### config.mk
export PLATFORM = sky130hd
export DESIGN_NAME = oversample_picker
export DESIGN_NICKNAME = d
export VERILOG_FILES = /design/src/rtl/bos_pkg.sv /design/src/rtl/bos_datapath.sv /design/src/rtl/bos_control.sv /design/src/rtl/oversample_picker.sv
export SDC_FILE = /design/constraint.sdc
export NUM_CORES = 1
export LEC_CHECK = 0
export BUFFER_PORTS_ARGS = -buffer_cell sky130_fd_sc_hd__buf_2
export CAP_MARGIN = 20
export CORE_MARGIN = 4
export CORE_UTILIZATION = 65
export DETAILED_ROUTE_END_ITERATION = 7
export PLACE_DENSITY = 0.86
export REMOVE_ABC_BUFFERS = 1
export SYNTH_ARGS = -nofsm -noshare
export SYNTH_HDL_FRONTEND = slang
export SYNTH_HIERARCHICAL = 1
export SYNTH_SLANG_ARGS = --single-unit
### constraint.sdc
create_clock -name clk -period 34.8 [get_ports clk]
set_input_delay 3.48 -clock clk [delete_from_list [all_inputs] [get_ports clk]]
set_output_delay 3.48 -clock clk [all_outputs]
set_load 0.02 [all_outputs]
### src/rtl/bos_pkg.sv
package bos_pkg;
  // strobes from the phase control to the picking datapath
  typedef struct packed {
    logic wrapFwd;   // centre moved from last phase to phase 0
    logic wrapBack;  // centre moved from phase 0 to last phase
  } pickStrobe_t;
endpackage

### src/rtl/bos_datapath.sv
module bos_datapath
  import bos_pkg::*;
#(
  parameter int OSR  = 3,
  parameter int BITS = 4,
  localparam int W   = OSR * BITS,
  localparam int H   = (OSR - 1) / 2,
  localparam int CW  = $clog2(BITS + 1),
  localparam int PW  = $clog2(OSR),
  localparam int NW  = $clog2(BITS + 2)
) (
  input  logic                clk,
  input  logic                rst,
  input  logic                voteMode,
  input  logic [W-1:0]        samplesIn,
  input  logic [PW-1:0]       centreNext,
  input  pickStrobe_t         strobe,
  output logic [OSR*CW-1:0]   edgeCounts,
  output logic [BITS:0]       bitsOut,
  output logic [NW-1:0]       bitCount
);
  localparam int EL = W + 2 * H + 1;

  logic [W-1:0]  curWord;
  logic [H:0]    tailReg;
  logic [EL-1:0] ext;
  logic [W-1:0]  edgeBit;
  logic          outLive;

  // ext[0] is the oldest sample: tail of the word before, current word, lookahead
  assign ext = {samplesIn[H-1:0], curWord, tailReg};

  for (genvar i = 0; i < W; i++) begin : g_edge
    assign edgeBit[i] = ext[i+H+1] ^ ext[i+H];
  end

  for (genvar p = 0; p < OSR; p++) begin : g_phase
    logic [BITS-1:0] phaseEdges;
    for (genvar k = 0; k < BITS; k++) begin : g_bit
      assign phaseEdges[k] = edgeBit[k*OSR+p];
    end
    assign edgeCounts[p*CW +: CW] = CW'($countones(phaseEdges));
  end

  // candidate bit m sits at sample (m-1)*OSR + centre; m = 0 reaches into the previous word
  logic [BITS:0][OSR-1:0] candCentre, candVote;
  for (genvar m = 0; m <= BITS; m++) begin : g_cand
    for (genvar c = 0; c < OSR; c++) begin : g_ctr
      localparam int E = (m - 1) * OSR + c + H + 1;
      if (E - H >= 0) begin : g_ok
        assign candCentre[m][c] = ext[E];
        assign candVote[m][c]   = ($countones(ext[E-H +: 2*H+1]) > H);
      end else begin : g_none
        assign candCentre[m][c] = 1'b0;
        assign candVote[m][c]   = 1'b0;
      end
    end
  end

  logic [BITS:0]   cand, bitsNext;
  logic [NW-1:0]   countNext;

  always_comb begin
    for (int m = 0; m <= BITS; m++) begin
      cand[m] = voteMode ? candVote[m][centreNext] : candCentre[m][centreNext];
    end
    if (strobe.wrapBack) begin
      bitsNext  = cand;
      countNext = NW'(BITS + 1);
    end else if (strobe.wrapFwd) begin
      bitsNext  = cand >> 2;
      countNext = NW'(BITS - 1);
    end else begin
      bitsNext  = cand >> 1;
      countNext = NW'(BITS);
    end
  end

  always_ff @(posedge clk) begin
    if (rst) begin
      curWord  <= '0;
      tailReg  <= '0;
      bitsOut  <= '0;
      bitCount <= '0;
      outLive  <= 1'b0;
    end else begin
      curWord  <= samplesIn;
      tailReg  <= curWord[W-1 -: H+1];
      bitsOut  <= bitsNext;
      bitCount <= countNext;
      outLive  <= 1'b1;
    end
  end

  AST_WRAP_BACK_COUNT: assert property (@(posedge clk) disable iff (rst)
    strobe.wrapBack |=> (bitCount == NW'(BITS + 1)));
  AST_WRAP_FWD_COUNT: assert property (@(posedge clk) disable iff (rst)
    strobe.wrapFwd |=> (bitCount == NW'(BITS - 1)));
  AST_COUNT_RANGE: assert property (@(posedge clk) disable iff (rst)
    outLive |-> (bitCount >= NW'(BITS - 1) && bitCount <= NW'(BITS + 1)));
  AST_UNUSED_ZERO: assert property (@(posedge clk) disable iff (rst)
    outLive |-> ((bitsOut >> bitCount) == '0));
endmodule

### src/rtl/bos_control.sv
module bos_control
  import bos_pkg::*;
#(
  parameter int OSR  = 3,
  parameter int BITS = 4,
  localparam int H   = (OSR - 1) / 2,
  localparam int CW  = $clog2(BITS + 1),
  localparam int PW  = $clog2(OSR)
) (
  input  logic              clk,
  input  logic              rst,
  input  logic [OSR*CW-1:0] edgeCounts,
  output logic [PW-1:0]     centreNext,
  output pickStrobe_t       strobe
);
  logic [PW-1:0] centre;
  logic [CW-1:0] maxVal;
  logic          anyEdge, boundIsMax;
  int            cNow, boundNow, tgt, tgtCentre, diff, cNew;

  always_comb begin
    anyEdge = |edgeCounts;
    maxVal  = '0;
    for (int p = 0; p < OSR; p++) begin
      if (edgeCounts[p*CW +: CW] > maxVal) maxVal = edgeCounts[p*CW +: CW];
    end
    cNow     = int'(centre);
    boundNow = (cNow >= H) ? cNow - H : cNow + OSR - H;
    boundIsMax = 1'b0;
    for (int p = 0; p < OSR; p++) begin
      if (p == boundNow && edgeCounts[p*CW +: CW] == maxVal) boundIsMax = 1'b1;
    end
    tgt = boundNow;
    if (!boundIsMax) begin
      for (int p = OSR - 1; p >= 0; p--) begin
        if (edgeCounts[p*CW +: CW] == maxVal) tgt = p;
      end
    end
    tgtCentre = (tgt + H >= OSR) ? tgt + H - OSR : tgt + H;
    diff      = (tgtCentre >= cNow) ? tgtCentre - cNow : tgtCentre + OSR - cNow;
    if (!anyEdge || diff == 0) cNew = cNow;
    else if (diff <= H)        cNew = (cNow == OSR - 1) ? 0 : cNow + 1;
    else                       cNew = (cNow == 0) ? OSR - 1 : cNow - 1;
    centreNext      = PW'(cNew);
    strobe.wrapFwd  = (cNow == OSR - 1) && (cNew == 0);
    strobe.wrapBack = (cNow == 0) && (cNew == OSR - 1);
  end

  always_ff @(posedge clk) begin
    if (rst) centre <= PW'(H);
    else     centre <= centreNext;
  end

  AST_HOLD_NO_EDGE: assert property (@(posedge clk) disable iff (rst)
    (edgeCounts == '0) |=> $stable(centre));
  AST_STEP_ONE: assert property (@(posedge clk) disable iff (rst)
    1'b1 |=> (centre == $past(centre)
           || centre == (($past(centre) == PW'(OSR - 1)) ? '0 : $past(centre) + 1'b1)
           || centre == (($past(centre) == '0) ? PW'(OSR - 1) : $past(centre) - 1'b1)));
endmodule

### src/rtl/oversample_picker.sv
module oversample_picker
  import bos_pkg::*;
#(
  parameter int OSR  = 3,
  parameter int BITS = 4
) (
  input  logic                        clk,
  input  logic                        rst,
  input  logic                        voteMode,
  input  logic [OSR*BITS-1:0]         samplesIn,
  output logic [BITS:0]               bitsOut,
  output logic [$clog2(BITS+2)-1:0]   bitCount
);
  localparam int CW = $clog2(BITS + 1);
  localparam int PW = $clog2(OSR);

  logic [OSR*CW-1:0] edgeCounts;
  logic [PW-1:0]     centreNext;
  pickStrobe_t       strobe;

  bos_control #(.OSR(OSR), .BITS(BITS)) control_i (
    .clk(clk), .rst(rst), .edgeCounts(edgeCounts),
    .centreNext(centreNext), .strobe(strobe)
  );

  bos_datapath #(.OSR(OSR), .BITS(BITS)) datapath_i (
    .clk(clk), .rst(rst), .voteMode(voteMode), .samplesIn(samplesIn),
    .centreNext(centreNext), .strobe(strobe), .edgeCounts(edgeCounts),
    .bitsOut(bitsOut), .bitCount(bitCount)
  );
endmodule

==> results_dict.tcl <==
set metrics [dict create \
    clk_pin_slew_worst_paths_ns 0.08 \
    endpoint_kind "flop" \
    r2r-start "datapath_i/curWord[2]" \
    async_reset_ff_share_pct 0 \
    synth_xor_area_share_pct 5.879 \
    drt_pass1_iterations 6 \
    cap_violations 0 \
    hp-class "flop to flop" \
    synth_seq_area_share_pct 6.719 \
    portBuffers 22 \
    area_growth_pct 3.220 \
    max_freq_mhz 67.22 \
    crit_path_max_incr_delay_ns 0.65 \
    rsz0062_at_grt "no" \
    r2r_slack_ns 19.92 \
    antenna_found_initial 0 \
    fp.dieH_um 112.9 \
    clk_root_buffer_cell "clkbuf_8" \
    finalCriticalPeriod_ns 14.88 \
    drtAntennaViolNets 0 \
    numClockSinks 24 \
    h-tree-depth 1 \
    synthCells 968 \
    tightest_slew_ns 0.8495 \
    grt_util_all_layers_pct 31.60 \
    drc 0 \
    synth-compound-area-share_pct 32.09 \
    synthMuxAreaShare_pct 2.870 \
    synth_warnings 6 \
    synth_cell_types 100 \
    postCtsSetupRepairBufs 0 \
    holdPathEnd "datapath_i/tailReg[1]" \
    path_delay_family "simple AND/OR/NAND/NOR gates" \
    finalSetupTns_ns 0 \
    syn-cell-area_sq_um 7151 \
    dr_wl_met3_um 2396 \
    grt_pass1_vias 6643 \
    rows 38 \
    synth_adder_area_share_pct 21.00 \
    diodes 0 \
    drt_wl_total_um 20660 \
    setup_viol 0 \
    synth-main-ff-cell "dfxtp_1" \
    timing.rr.end "datapath_i/bitsOut[0]" \
    crit_slowest_cell "and3_1" \
    dr.first_iter.drc_count 730 \
    grt_max_degree 25 \
    cts_resized 0 \
    skew_ns 0.002544 \
    worstPathArrival_ns 15.06 \
    tritoncts "yes" \
    ys_ff_latch 24 \
    synth_edf_count 0 \
    syn_area_per_cell_sq_um 7.387 \
    synth-simple-area-share_pct 25.27 \
    wl_met2_um 8620 \
    start_util_pct 66.25 \
    drive_gt1_share_pct 8.705 \
    nets 1098 \
    routabilityCongestion 1.043 \
    highest_layer "met4" \
    required_ns 34.98 \
    slew-limit-headroom_pct 42.96 \
    clockBufferDepth 2 \
    fin_crit_sh_pct 42.75 \
    wl_met1_um 9320 \
    run_status "complete, no violations" \
    ioPinCount 23 \
    synth_top_family_by_area "compound AO/OA/AOI/OAI gates" \
    cts_hold_buf 0 \
    die_w_um 112.9 \
    grt_pass1_wl_um 33930 \
    wl_per_cell_um 18.70 \
    finalHoldViolCount 0 \
    reg2reg_depth 52 \
    grt-ovfl-total 0 \
    holdPathStages 1 \
    clk_latency_ns 0.26 \
    via_per_inst 6.848 \
    hp-start "datapath_i/curWord[11]" \
    vias 7567 \
    dp_hpwl_um 16790 \
    dieArea_sq_um 12740 \
    startpoint_type "flop" \
    cp_num_buf_inv 5 \
    crit_top_cell "ha_1" \
    critPathKind "flop to flop" \
    path_max_fanout 18 \
    cts_made_buffers 3 \
    final_max_slew_viol_count 0 \
    core_sq_um 10790 \
]
## cells in the final DEF (no fill, tap or decap), drive strengths merged, types with 5 or more instances in the layout
cell	n
nand3	39
o21bai	7
nor4	7
nand4	18
and2	10
a21oi	67
o31ai	7
nor3	24
o21a	8
buf	24
xnor2	29
mux2i	16
o21ai	60
a221oi	6
nor2b	29
a211o	5
o2111ai	6
o211ai	24
a31oi	16
a211oi	14
a21o	32
nor2	56
xor2	19
inv	79
or2	8
o221ai	8
dfxtp	24
and3	14
nand2	84
ha	112
or3	17
a311oi	6
nand2b	14
fa	5
## metal layers
metal,up-vias,global-route usage (%)
met5,-,0
met4,0,5.769
met3,39,5.615
met2,452,46.09
met1,3498,48.59
li1,3578,-
## worst reg2reg max path: cells and delay by family (launching register included)
family,cells,cell delay [ns]
xor+xnor,3,0.81
fa+ha+maj,8,3.04
mux,2,0.56
buf+inv,5,0.59
simple gates,16,5.13
flops,1,0.47
compound gates,18,4.16
## worst max-delay path by stage
stage,depth (start not counted),startpoint,to
CTS,52,datapath_i/curWord[2],datapath_i/bitsOut[0]
finish,52,datapath_i/curWord[2],datapath_i/bitsOut[0]
global route,54,datapath_i/curWord[9],datapath_i/bitsOut[1]
global placement,52,datapath_i/curWord[3],datapath_i/bitsOut[0]
floorplan,52,datapath_i/curWord[3],datapath_i/bitsOut[0]
detailed placement,52,datapath_i/curWord[2],datapath_i/bitsOut[0]
## synth_stat cells (4+ instances only)
cell type  instances  area share (%)
ha_1             112              20
nand2_1           83             4.4
inv_1             79             4.1
a21oi_1           65             4.5
nor2_1            55             2.9
o21ai_0           48             3.4
nand3_1           36             2.5
a21o_1            32             3.4
xnor2_1           29             3.6
nor2b_1           28             2.4
clkbuf_1          25             1.3
dfxtp_1           24             6.7
nor3_1            22             1.5
o211ai_1          20             2.1
xor2_1            19             2.3
nand4_1           18             1.6
mux2i_1           16             2.2
or3_1             16             1.4
a31oi_1           14             1.2
and3_1            13             1.1
nand2b_1          13             1.1
a211oi_1          12             1.3
and2_1            10            0.87
o21ai_1           10            0.70
o21a_1             8            0.84
nor4_1             7            0.61
o21bai_1           7            0.73
o31ai_1            6            0.63
or2_2              6            0.52
a221oi_1           5            0.61
fa_1               5             1.4
o2111ai_1          5            0.61
o221ai_1           5            0.61
a211o_1            4            0.49
a311oi_2           4            0.84
mux2_2             4            0.63
nand3b_1           4            0.42
nor3b_1            4            0.42
o211ai_2           4            0.70
## registers in the layout (all words and copies together) (netlist names)
register and count:
datapath_i/bitsOut 5, datapath_i/tailReg 2, datapath_i/curWord 12, datapath_i/bitCount 3, control_i/centre 2
## cells by family after synthesis
family	count (synthesis)
buf+inv	111
fa+ha+maj	117
flops	24
simple gates	339
compound gates	309
mux	20
xor+xnor	48
## final cells by class
type | count | area [sq um]
clock buffers | 3 | 41.29
clock inverters | 1 | 30.03
fillers | 890 | 3412
inverters | 80 | 300.3
multi-input cells | 833 | 6228
flip-flops and latches | 24 | 480.5
well taps | 140 | 175.2
repair buffers | 24 | 125.1
## metrics by stage
step                setup slack, ns  instances  hold slack [ns]  area, sq um  util, %
floorplan                     22.38        937           0.4956         7009        -
global placement              20.60       1101           0.5197         7310    67.73
detailed placement            20.29       1101           0.5258         7310    67.73
CTS                           20.20       1105           0.5383         7381    68.39
global route                  19.01       1105           0.5707         7381    68.39
finish                        19.92       1105           0.5366         7381    68.39
Power is left out: the tool's default activity adds up to more than one toggle a clock period on the data nets, which glitch-free logic cannot reach.
